`src/rtl/lfg_pkg.sv`:
```
package lfg_pkg;
  typedef enum logic {
    MODE_RUN  = 1'b0,
    MODE_SEED = 1'b1
  } lfg_mode_e;
endpackage

```
`src/rtl/lfg_mcg_step.sv`:
```
// One step of x <- MULT*x mod (2^W - 1), folded without a divider.
// An input equal to the modulus maps to itself (the residue is kept).
module lfg_mcg_step #(
  parameter int W    = 31,
  parameter int MULT = 16807
) (
  input  logic [W-1:0] x,
  output logic [W-1:0] y
);
  localparam int MW = $clog2(MULT + 1);
  localparam int PW = W + MW;
  localparam logic [W:0] MODV = {1'b0, {W{1'b1}}};

  logic [PW-1:0] prod;
  logic [W:0]    fold;

  always_comb begin
    prod = PW'(x) * PW'(MULT);
    fold = {1'b0, prod[W-1:0]} + (W+1)'(prod[PW-1:W]);
    if (fold > MODV) y = W'(fold - MODV);
    else             y = fold[W-1:0];
  end
endmodule

```
`src/rtl/lfg_lag_ram.sv`:
```
// Lag store: one write port, two asynchronous read ports (LUT RAM style).
// Reads see the old contents in the cycle of the write.
module lfg_lag_ram #(
  parameter int DEPTH = 17,
  parameter int W     = 32,
  parameter int AW    = $clog2(DEPTH)
) (
  input  logic          clk,
  input  logic          rst,
  input  logic          we,
  input  logic [AW-1:0] waddr,
  input  logic [W-1:0]  wdata,
  input  logic [AW-1:0] raddr_a,
  output logic [W-1:0]  rdata_a,
  input  logic [AW-1:0] raddr_b,
  output logic [W-1:0]  rdata_b
);
  logic [W-1:0] mem [DEPTH];

  always_ff @(posedge clk) begin
    if (we) mem[waddr] <= wdata;
  end

  assign rdata_a = mem[raddr_a];
  assign rdata_b = mem[raddr_b];

  // every write and read stays inside the circular store
  assert_addr_in_range_R5: assert property (@(posedge clk) disable iff (rst)
    (!we || (int'(waddr) < DEPTH)) && (int'(raddr_a) < DEPTH) && (int'(raddr_b) < DEPTH));
endmodule

```
`src/rtl/lfg_rng.sv`:
```
module lfg_rng
  import lfg_pkg::*;
#(
  parameter int LAG_LONG  = 17,
  parameter int LAG_SHORT = 5,
  parameter int WORD_W    = 32,
  parameter int MULT      = 16807
) (
  input  logic              clk,
  input  logic              rst,
  input  logic [WORD_W-2:0] seed_in,
  input  logic              seed_load,
  output logic              busy,
  input  logic              next_req,
  output logic              rnd_valid,
  output logic [WORD_W-2:0] rnd_out
);
  localparam int AW        = $clog2(LAG_LONG);
  localparam int SHORT_OFS = LAG_LONG - LAG_SHORT;
  localparam int SW        = WORD_W - 1;
  localparam logic [AW-1:0] LAST = AW'(LAG_LONG - 1);

  lfg_mode_e       mode;
  logic [AW-1:0]   fill_idx;
  logic [AW-1:0]   head;
  logic [AW-1:0]   tap_idx;
  logic [AW:0]     tap_raw;
  logic [SW-1:0]   lcg_q;
  logic [SW-1:0]   lcg_d;
  logic [WORD_W-1:0] old_word;
  logic [WORD_W-1:0] tap_word;
  logic [WORD_W-1:0] sum_word;
  logic [WORD_W-1:0] seed_word;
  logic [WORD_W-1:0] wr_data;
  logic [AW-1:0]   wr_addr;
  logic            wr_en;
  logic            seeding;
  logic            accept;

  assign busy    = (mode == MODE_SEED);
  assign seeding = !rst && !seed_load && (mode == MODE_SEED);
  assign accept  = !rst && !seed_load && (mode == MODE_RUN) && next_req;

  // Short-lag tap: LAG_SHORT words back equals head + (LAG_LONG - LAG_SHORT) mod LAG_LONG
  always_comb begin
    tap_raw = {1'b0, head} + (AW+1)'(SHORT_OFS);
    if (tap_raw >= (AW+1)'(LAG_LONG)) tap_idx = AW'(tap_raw - (AW+1)'(LAG_LONG));
    else                               tap_idx = tap_raw[AW-1:0];
  end

  lfg_mcg_step #(.W(SW), .MULT(MULT)) u_step (
    .x (lcg_q),
    .y (lcg_d)
  );

  lfg_lag_ram #(.DEPTH(LAG_LONG), .W(WORD_W), .AW(AW)) u_ram (
    .clk     (clk),
    .rst     (rst),
    .we      (wr_en),
    .waddr   (wr_addr),
    .wdata   (wr_data),
    .raddr_a (head),
    .rdata_a (old_word),
    .raddr_b (tap_idx),
    .rdata_b (tap_word)
  );

  always_comb begin
    sum_word  = old_word + tap_word;
    seed_word = {1'b0, lcg_d};
    if (fill_idx == '0) seed_word[0] = 1'b1;  // canonical-form fix-up on word 0
    wr_en   = seeding || accept;
    wr_addr = seeding ? fill_idx : head;
    wr_data = seeding ? seed_word : sum_word;
  end

  always_ff @(posedge clk) begin
    if (rst) begin
      mode      <= MODE_SEED;
      fill_idx  <= '0;
      head      <= '0;
      lcg_q     <= SW'(1);
      rnd_valid <= 1'b0;
      rnd_out   <= '0;
    end else begin
      rnd_valid <= 1'b0;
      if (seed_load) begin
        mode     <= MODE_SEED;
        fill_idx <= '0;
        lcg_q    <= seed_in + SW'(1);
      end else if (mode == MODE_SEED) begin
        lcg_q <= lcg_d;
        if (fill_idx == LAST) begin
          mode <= MODE_RUN;
          head <= '0;
        end else begin
          fill_idx <= fill_idx + AW'(1);
        end
      end else if (next_req) begin
        rnd_valid <= 1'b1;
        rnd_out   <= sum_word[WORD_W-1:1];
        head      <= (head == LAST) ? '0 : head + AW'(1);
      end
    end
  end

  // a load always enters seeding
  assert_load_enters_seed_R8: assert property (@(posedge clk) disable iff (rst)
    seed_load |=> busy);
  // seeding ends after the last word is written
  assert_seed_ends_R2: assert property (@(posedge clk) disable iff (rst)
    (busy && !seed_load && fill_idx == LAST) |=> !busy);
  // no acknowledge while busy
  assert_no_ack_busy_R2: assert property (@(posedge clk) disable iff (rst)
    busy |=> !rnd_valid);
  // a request while running gives one result
  assert_accept_gives_result_R7: assert property (@(posedge clk) disable iff (rst)
    (!busy && next_req && !seed_load) |=> rnd_valid);
  // no request, no result
  assert_idle_no_result_R7: assert property (@(posedge clk) disable iff (rst)
    !next_req |=> !rnd_valid);
  // load beats a simultaneous request
  assert_load_priority_R9: assert property (@(posedge clk) disable iff (rst)
    (seed_load && next_req) |=> !rnd_valid);
  // the congruential state never collapses to zero
  assert_lcg_nonzero_R3: assert property (@(posedge clk) disable iff (rst)
    busy |-> (lcg_d != '0));
endmodule

```
`config.mk`:
```
export PLATFORM = sky130hd
export DESIGN_NAME = lfg_rng
export DESIGN_NICKNAME = d
export VERILOG_FILES = /design/src/rtl/lfg_pkg.sv /design/src/rtl/lfg_mcg_step.sv /design/src/rtl/lfg_lag_ram.sv /design/src/rtl/lfg_rng.sv
export SDC_FILE = /design/constraint.sdc
export NUM_CORES = 2
export LEC_CHECK = 0
export CAP_MARGIN = 0
export CORE_MARGIN = 10
export CORE_UTILIZATION = 59
export CTS_BUF_LIST = sky130_fd_sc_hd__clkbuf_8
export DETAILED_ROUTE_END_ITERATION = 7
export DONT_BUFFER_PORTS = 1
export PLACE_DENSITY = 0.83
export SKIP_LAST_GASP = 1
export SYNTH_ARGS = -nofsm -noshare
export SYNTH_HDL_FRONTEND = slang
export SYNTH_SLANG_ARGS = --single-unit
```
`constraint.sdc`:
```
create_clock -name clk -period 27.1 [get_ports clk]
set_input_delay 2.71 -clock clk [delete_from_list [all_inputs] [get_ports clk]]
set_output_delay 2.71 -clock clk [all_outputs]
set_load 0.02 [all_outputs]
```
==> metrics.md <==
| Metric | Value |
|---|---|
| Seq/Total Area, Yosys | `44.3%` |
| RSZ-0062 raised after global routing | `no` |
| Buffers added on ports | `0` |
| Slew HR | `5.19%` |
| Vias per inst | `6.74` |
| Placement row count | `95` |
| Vias in the first global route | `28000` |
| DR WL/cell | `27.2 um` |
| Worst slew pin tran | `1.38 ns` |
| Post-CTS Setup Inserts | `0` |
| Initial Utilization | `59.9%` |
| Syn Inst Count | `3298` |
| Hold crit path type | `reg2reg` |
| Clk_lat worst skew | `0.76 ns` |
| Critical Path Most Common Cell | `fa_1` |
| CP Data Required Time | `27.45 ns` |
| Post-synthesis async set-or-reset flop share | `0%` |
| Area contributors post-synth | `edfxtp_1, mux4_2, ha_1` |
| Crit start category | `flip-flop` |
| Routability congestion estimate | `1.00` |
| Final nets | `3693` |
| Die width | `282 um` |
| Fmax | `89.6 MHz` |
| Final slew viol count | `0` |
| Root buf cell | `clkbuf_8` |
| Fin util | `64.5%` |
| Setup Skew | `0.0455 ns` |
| Post-synth EDFFs | `544` |
| Clock Path Buffers | `3` |
| Worst EP arrival | `11.51 ns` |
| H-tree depth | `3` |
| GRT Total Usage | `29.0%` |
| Status | `complete, no violations` |
| Crit-path max cell delay | `1.00 ns` |
| Post-synth net total | `3712` |
| Grt ovf | `0` |
| Area leader, netlist | `edfxtp_1` |
| Period minus WS final | `11.16 ns` |
| Yosys reg bits | `623` |
| CTS tree | `built` |
| Post-CTS Resized | `0` |
| Final setup violation count | `0` |
| Global-route wire length before repair | `173000 um` |
| Largest net degree at the start of global routing | `119` |
| R2r setup slk | `15.94 ns` |
| Yosys warns | `0` |
| CTS buffer count | `100` |
| Antenna Violating Nets Remaining | `0` |
| Post-DP HPWL | `76900 um` |
| Worst setup path class | `reg2reg` |
| Critical path's slowest cell | `o21ai_1` |
| Clock Pin Slew Worst Setup and Hold Paths | `0.07 ns` |
| Clock sinks | `623` |
| Synth Flop Type | `edfxtp_1` |
| Mapped Area | `40400 um2` |
| Yosys cell types | `86` |
| Setup TNS | `0 ns` |
| Vias | `28600` |
| Fin crit share | `41.2%` |
| CTS Hold Bufs | `0` |
| Crit-path max FO | `18` |
| DRC Markers | `0` |
| Drt pass-1 iters | `6` |
| Average cell area after synthesis | `12.3 um2` |
| 1st-iter DRT viols | `3869` |
| Core area | `67500 um2` |
| WL final | `115000 um` |
| Layout cell share with drive strength beyond 1 | `14.4%` |
| Die extent in y | `282 um` |
| Max-cap viol count | `0` |
| Initial antenna violation count | `4` |
| Post-synth top area share | `40.4%` |
| Setup crit end kind | `flip-flop` |
| Area Growth Syn to Fin | `7.78%` |
| Ports | `68` |
| Final Hold Viols | `0` |
| Die ar. | `79400 um2` |
## cell families (layout without fill, tap and decap cells)
kind of cell	count (synthesis)	count (layout)	synth area share (%)
AND/OR/NAND/NOR	697	697	8.34
flip-flops	623	623	44.3
AO/OA/AOI/OAI	618	618	10.4
buffers and inverters	475	542	4.46
adder cells (fa/ha/maj)	379	379	14.2
multiplexers	371	371	15.3
XOR/XNOR	135	135	2.92
other	0	2	0
## area by class of cell
type,count,area [um2]
fillers,4842,23900
multi-input cells,2200,20900
flip-flops and latches,623,17900
clock buffers,107,1470
inverters,301,1130
well taps,873,1090
clock inverters,81,577
repair buffers,53,448
diodes,2,5.00
## worst paths after layout
kind | cells after the start | end | from
setup / recovery | 32 | u_ram.mem[15][11]$_DFFE_PP_ | lcg_q[17]$_SDFFE_PP0P_
hold / removal | 2 | rnd_out[17]$_SDFFE_PP0P_ | rnd_out[17]$_SDFFE_PP0P_
setup reg to reg | 32 | u_ram.mem[15][11]$_DFFE_PP_ | lcg_q[17]$_SDFFE_PP0P_
hold reg to reg | 2 | rnd_out[17]$_SDFFE_PP0P_ | rnd_out[17]$_SDFFE_PP0P_
## metrics by stage
stage | std cells | hold WS [ns] | instance area (um2) | setup WS (ns)
3_5_place_dp | 4050 | 0.550 | 41500 | 16.29
2_1_floorplan | 3298 | 0.504 | 40400 | 18.02
3_3_place_gp | 4050 | 0.535 | 41500 | 16.43
6_report | 4240 | 0.557 | 43600 | 15.94
4_1_cts | 4238 | 0.560 | 43600 | 16.18
5_1_grt | 4239 | 0.583 | 43600 | 15.33
## routing by layer
metal | vias to the layer above | track usage, % | share of wire, %
li1 | 12300 | - | -
met1 | 14100 | 40.5 | 38
met2 | 1851 | 43.9 | 45
met3 | 291 | 7.36 | 13
met4 | 4 | 9.95 | 3.3
met5 | - | 0 | 0.016
## sequential cells by signal, indices dropped and copies added (netlist names), named ones only
register and count:
lcg_q 31, fill_idx 5, u_ram.mem 544, busy 1, rnd_out 31, rnd_valid 1
head 5
## critical path, delay by kind of cell (launching register included)
family	cells	cell delay [ns]
adder cells (fa/ha/maj)	8	3.55
XOR/XNOR	2	0.40
AND/OR/NAND/NOR	6	1.87
flip-flops	1	0.55
AO/OA/AOI/OAI	12	4.03
buffers and inverters	4	0.34
## cells in the final DEF (no fill, tap or decap), drive strengths merged, types with 74 or more instances in the layout
master and count:
nor2 141, nand2 281, a21oi 121, a211oi 152
clkbuf 107, ha 244, fa 135, mux4 194
dfxtp 79, o21ai 82, edfxtp 544, a21o 74
mux2i 142, inv 346, xnor2 86
## synthesized netlist by cell type, types with 6 or more instances
library cell / count
a211oi_1: 151
a21o_1: 74
a21oi_1: 120
a311oi_1: 34
a31oi_1: 50
and2_0: 12
and2_1: 58
and3_1: 21
and4_1: 8
buf_1: 26
clkbuf_1: 143
dfxtp_1: 79
edfxtp_1: 544
fa_1: 135
ha_1: 244
inv_1: 299
mux2_2: 35
mux2i_1: 142
mux4_2: 194
nand2_1: 281
nand2b_1: 19
nand3_1: 41
nand3b_1: 6
nand4_1: 12
nor2_1: 140
nor2b_1: 10
nor3_1: 32
nor4_1: 12
o211ai_1: 14
o21a_1: 13
o21ai_0: 62
o21ai_1: 20
o21bai_1: 10
o31ai_1: 10
or2_2: 6
or3_1: 7
xnor2_1: 86
xor2_1: 49
Power is not shown: default switching activity piles up to over one toggle a cycle in this logic, so the estimate is an artifact.
